## src/rtl/wr_resp_scanner.sv

```systemverilog
module wr_resp_scanner #(
  parameter int         WIN  = 4,
  parameter int         BW   = 8,
  parameter logic [3:0] TAG  = 4'hC,
  parameter logic [3:0] LAST = 4'h3
) (
  input  logic          clk,
  input  logic          rst_n,
  input  logic          start_i,
  input  logic          byte_valid_i,
  input  logic [BW-1:0] byte_i,
  output logic          done_o,
  output logic          ok_o,
  output logic          err_o,
  output logic [1:0]    err_code_o
);

  localparam int CW = $clog2(WIN + 1);
  localparam logic [1:0] CODE_BAD  = 2'b01;
  localparam logic [1:0] CODE_MISS = 2'b10;

  logic          active;
  logic [CW-1:0] cnt;
  logic [BW-1:0] hold [WIN-1];
  logic [BW-1:0] cur  [WIN];
  logic          take, last_take;
  logic          hit, good;
  logic [BW-1:0] sel_hdr, sel_sta;

  assign take      = active && byte_valid_i && !start_i;
  assign last_take = take && (cnt == CW'(WIN - 1));

  genvar gi;
  generate
    for (gi = 0; gi < WIN - 1; gi++) begin : g_hold
      always_ff @(posedge clk or negedge rst_n)
        if (!rst_n) hold[gi] <= '0;
        else if (take && cnt == CW'(gi)) hold[gi] <= byte_i;
      assign cur[gi] = hold[gi];
    end
  endgenerate
  assign cur[WIN-1] = byte_i;

  always_comb begin
    hit     = 1'b0;
    sel_hdr = '0;
    sel_sta = '0;
    for (int p = WIN - 2; p >= 0; p--) begin
      if (!hit && cur[p][BW-1 -: 4] == TAG) begin
        hit     = 1'b1;
        sel_hdr = cur[p];
        sel_sta = cur[p+1];
      end
    end
  end

  assign good = hit && (sel_hdr[3:0] == LAST) && (sel_sta == '0);

  always_ff @(posedge clk or negedge rst_n) begin
    if (!rst_n) begin
      active     <= 1'b0;
      cnt        <= '0;
      done_o     <= 1'b0;
      ok_o       <= 1'b0;
      err_o      <= 1'b0;
      err_code_o <= 2'b00;
    end else begin
      done_o <= 1'b0;
      if (start_i) begin
        active     <= 1'b1;
        cnt        <= '0;
        ok_o       <= 1'b0;
        err_o      <= 1'b0;
        err_code_o <= 2'b00;
      end else if (last_take) begin
        active     <= 1'b0;
        cnt        <= '0;
        done_o     <= 1'b1;
        ok_o       <= good;
        err_o      <= !good;
        err_code_o <= good ? 2'b00 : (hit ? CODE_BAD : CODE_MISS);
      end else if (take) begin
        cnt <= cnt + 1'b1;
      end
    end
  end

endmodule

```

## config.mk

```make
export PLATFORM = sky130hd
export DESIGN_NAME = wr_resp_scanner
export DESIGN_NICKNAME = d
export VERILOG_FILES = /design/src/rtl/wr_resp_scanner.sv
export SDC_FILE = /design/constraint.sdc
export NUM_CORES = 1
export LEC_CHECK = 0
export BUFFER_PORTS_ARGS = -buffer_cell sky130_fd_sc_hd__buf_2
export CAP_MARGIN = 20
export CELL_PAD_IN_SITES_DETAIL_PLACEMENT = 2
export CELL_PAD_IN_SITES_GLOBAL_PLACEMENT = 2
export CORE_MARGIN = 1
export CORE_UTILIZATION = 42
export DETAILED_ROUTE_END_ITERATION = 7
export PLACE_DENSITY = 0.91
export SLEW_MARGIN = 15
export SYNTH_ARGS = -nofsm -noshare
export SYNTH_HDL_FRONTEND = slang
export SYNTH_SLANG_ARGS = --single-unit
```

## constraint.sdc

```tcl
create_clock -name clk -period 4.8 [get_ports clk]
set_clock_uncertainty 0.15 [all_clocks]
set_input_delay 1.2 -clock clk [delete_from_list [all_inputs] [get_ports clk]]
set_output_delay 1.2 -clock clk [all_outputs]
set_load 0.05 [all_outputs]
```

==> Word-level counts from Yosys, hierarchy flattened <==
Cells that the tools add are included.
{ "totals": {"register_bits": 33, "output_inout_bits": 5, "inputBits": 12} }
{ "op_classes": {"add_sub_neg": 1, "reduce_logical": 18, "eq_ne": 7, "mux": 24} }
{ "op_table": {"columns": ["op", "n"], "rows": [
  ["2-to-1 mux 8 bit", 3],
  ["equality test 4 bit (second input constant)", 3],
  ["2-to-1 mux 4 bit", 3],
  ["2-to-1 mux 1 bit", 11],
  ["logical AND 1 bit", 10],
  ["2-to-1 mux 3 bit", 3],
  ["logical NOT 8 bit", 1],
  ["2-to-1 mux 2 bit", 4],
  ["equality test 3 x 2 -> 1 bit (second input constant)", 2],
  ["equality test 4 x 2 -> 1 bit (second input constant)", 1],
  ["logical NOT 1 bit", 4],
  ["adder 3 x 1 -> 3 bit (second input constant)", 1],
  ["equality test 3 x 1 -> 1 bit (second input constant)", 1],
  ["logical NOT 3 bit", 1],
  ["nonzero test 3 bit", 1],
  ["nonzero test 2 bit", 1]
]} }

==> Depth between registers and ports, before layout <==
{ "depth": {"ltp_word": 14, "depth_mapped": 5, "ltp_nobuf": 4} }

==> Worst setup path after synthesis <==
Ideal clock, no wire load.
{ "synth_timing": {"kind": "in2reg", "from": "input start_i", "to": "register err_o", "slack_ns": 2.466, "cell_stages": 5, "arrival_time_ns": 2.043, "setup_ns": 0.140, "n_path_buf": 1, "t_required_ns": 4.510, "path_cell_list": "and4bb_1 -> buf_2 -> nand2_2 -> a311oi_2 -> a22oi_1"} }
{ "synth_between": {"elab_chain_len": 4, "word_cells_on_any_way": 5, "classes_between": "mux (1); reduce/logical (4)"} }
{ "synth_lines": {"columns": ["item", "line", "source"], "rows": [
  ["start: declaration", "9", "input logic start_i,"],
  ["logical NOT 1 bit", "30", "assign take = active && byte_valid_i && !start_i;"],
  ["logical AND 1 bit", "30", null],
  ["logical AND 1 bit", "31", "assign last_take = take && (cnt == CW'(WIN - 1));"],
  ["nonzero test 2 bit (no line)", null, null],
  ["end signal: assignment", "80", "err_o <= !good;"],
  ["end: declaration", "14", "output logic err_o,"]
]} }
Parallel ways exist; a longest one is shown, timed or not.
A chain may end at the register's enable or synchronous reset.

==> Worst setup path after layout <==
Same ends and word-level chain as after synthesis.

==> impl_metrics.csv <==
group,metric,value,unit
outcome,status,"finished clean",
synthesis,synth.yosys.seq_area_share,55.8,%
drt,drtIter0Drc,15,
critical_path,slowest_delay,0.45,ns
synthesis,synth_top_cell_by_area,"dfrtp_1",
cells_and_area,antennaDiodeCount,0,
synthesis,syn_inst,112,
floorplanning,io_pins,17,
critical_path,cp.required,4.85,ns
floorplanning,row_count,21,
critical_path,critPathCaptureType,"flop",
synthesis,synthTopCellsByArea,"dfrtp_1 (56%), mux2_1 (12%), mux2_2 (6.1%)",
critical_path,crit_path_cell_trace,"buf_2, and4bb_1, nand2_2, a311oi_2, a22oi_1",
cts,cts-resized-gates,0,
sta,period_share,49.2,%
floorplanning,core-area,0.00336,mm^2
cts,clkTransAtPathRegs,0.09,ns
global_route,gr-total-overflow,0,
synthesis,netlist_area,0.00148,mm^2
cts,clkLatencyLatePin,0.34,ns
cells_and_area,fin_nets,150,
cells_and_area,fin_area,0.00166,mm^2
critical_path,cp-startpoint,"start_i",
sta,worstMarginPinSlew,0.732,ns
power,p_total,0.652,mW
power,vdd_drop_max,0.000190,V
global_route,busiest_layer,"met2",
cts,cts_hold_buf,0,
placed_design,io_buffers,16,
cts,post_cts_buffers,0,
critical_path,rr_endpoint,"err_o",
critical_path,crit_type,"in2reg",
cts,clock_sinks,33,
global_route,antenna_found_initial,0,
global_route,met2_usage,38.7,%
cts,cts_buffers,5,
synthesis,ys_ff_latch,33,
cells_and_area,final-instance-count-excl-fill,181,
cells_and_area,most-common-layout-cells,"dfrtp_1 (33), mux2_1 (16), buf_2 (16)",
synthesis,synth_nets,128,
global_route,grt_util_met3,5.67,%
critical_path,worstPathArrival,2.41,ns
power,power.leakage,0.782,nW
cells_and_area,utilization,49.5,%
cts,cts-root-buf,"clkbuf_4",
global_route,grt_pass1_vias,1113,
critical_path,r2r_start,"cur[21]",
drt,drt-pass1-iter-count,3,
synthesis,yosys_warnings,0,
drt,vias_per_cell,5.52,
critical_path,slowest_stage,"and4bb_1",
sta,hold_viol_final,0,
placed_design,place_hpwl,2880,um
sta,finalWorstPathRequiredPeriod,2.36,ns
floorplanning,die_h,61.4,um
floorplanning,start_util,44.0,%
floorplanning,fp.dieW,61.4,um
cells_and_area,layout_commonest_cell,"dfrtp_1",
drt,vias,999,
sta,setup-violations-final,0,
sta,fin_tns_setup,0,ns
cells_and_area,areaGrowthSynthToFinish,12.4,%
synthesis,syn_avg_cell_area,13.2,um^2
drt,route.detailed.drc,0,
global_route,grt_pass1_wl,5510,um
cts,htreeDepth,2,
synthesis,synth_cell_types,29,
critical_path,endpoint,"err_o",
placed_design,place_congestion,0.766,
sta,clock.fmax,424,MHz
sta,grt_setup_unrepaired,"no",
cells_and_area,final_layout_size_suffix_gt1_share,27.4,%
cells_and_area,fill_cells,356,
global_route,grt_usage,21.7,%
power,power_density,392,mW/mm^2
critical_path,critPathLaunchType,"input port",
drt,postRouteWirelength,3660,um
critical_path,worstPathMaxFanout,7,
synthesis,synth_top_cell_area_share,55.8,%
global_route,grt_max_degree,34,
placed_design,placed_cell_area,0.00161,mm^2
cts,cts_buffer_depth,2,
placed_design,dp.cells,173,
drt,ant_nets,0,
global_route,grt_util_met1,25.5,%
drt,wl_per_cell,20.2,um
sta,final_max_slew_viol_count,0,
cts,cts_tree,"yes",
flow_run,maxCapViolCount,0,
critical_path,r2r_slack,2.93,ns
worst_hold_path,hold_path_class,"reg2reg",
floorplanning,dieArea,0.00377,mm^2
critical_path,worstRegToRegCells,4,
sta,slew_headroom,51.2,%
[layout make-up]
class                           count  area (um^2)  share of cell area, %
Clock inverter                      2         10.0                  0.602
Inverter                            4         15.0                  0.902
Timing Repair Buffer               16         80.1                   4.81
Multi-Input combinational cell     74          634                   38.1
Tap cell                           46         57.6                   3.46
Sequential cell                    33          826                   49.6
Clock buffer                        6         41.3                   2.48
[power breakdown]
group | internal (mW) | total (mW) | switching [mW]
Clock | 0.0557 | 0.148 | 0.0922
Sequential | 0.336 | 0.382 | 0.0456
Combinational | 0.0633 | 0.122 | 0.0592
Total | 0.455 | 0.652 | 0.197
[worst max-delay path: cells and delay by family]
kind                   cells  cell delay, ns
AND/OR/NAND/NOR            2            0.63
AO/OA/AOI/OAI              2            0.45
buffers and inverters      1            0.13
[registers in the layout (all words and copies together) (netlist names)]
name	flops
done_o	1
active	1
cnt	3
cur	24
err_o	1
err_code_o	2
ok_o	1
[how the worst min path moves through the flow]
| stage | from | to | slack (ns) | depth (start not counted) |
|---|---|---|---|---|
| finish | cur[26] | cur[26] | 0.36 | 1 |
| global route | cur[30] | cur[30] | 0.38 | 1 |
| CTS | cur[30] | cur[30] | 0.36 | 1 |
| detailed placement | cur[30] | cur[30] | 0.34 | 1 |
| global placement | cur[26] | cur[26] | 0.32 | 1 |
| floorplan | cur[26] | cur[26] | 0.31 | 1 |
[routing by layer]
metal  share of wire (%)  vias up
li1                    -      461
met3                 3.1        7
met1                  40      510
met5                   0        -
met4                 1.6        0
met2                  55       21
[logic make-up after synthesis]
kind of cell / count (synthesis) / synth area share (%)
adders and majority gates: 4 / 3.38
muxes: 25 / 18.9
AOI/OAI and AO/OA: 11 / 5.49
buffers and inverters: 5 / 1.35
DFF: 33 / 55.8
and+or+nand+nor: 34 / 15.0
[synth_stat cells]
library cell  number
dfrtp_1           33
nand4bb_1          3
mux2_1            16
nand4_1            2
a32o_1             1
a31oi_1            2
nor2b_1            1
nand3b_1           1
nor2_1             7
nand2_2            4
nand2b_1           1
and4bb_1           1
nand2_1            4
a311oi_2           1
nor4_1             4
o21ai_1            1
ha_1               4
a211oi_1           1
buf_2              1
mux2i_1            1
a21oi_1            3
a22oi_1            1
nand3_1            3
or3_1              1
nor4bb_4           1
mux2_2             8
inv_1              4
and3_1             1
o221ai_1           1
[metrics by stage]
step / worst slack [ns] / hold WS (ns)
4_1_cts: 2.43 / 0.362
3_3_place_gp: 2.22 / 0.322
5_1_grt: 2.39 / 0.383
2_1_floorplan: 2.47 / 0.307
3_5_place_dp: 2.08 / 0.339
6_report: 2.44 / 0.356
Note: power is estimated with default switching activity, not from simulation.
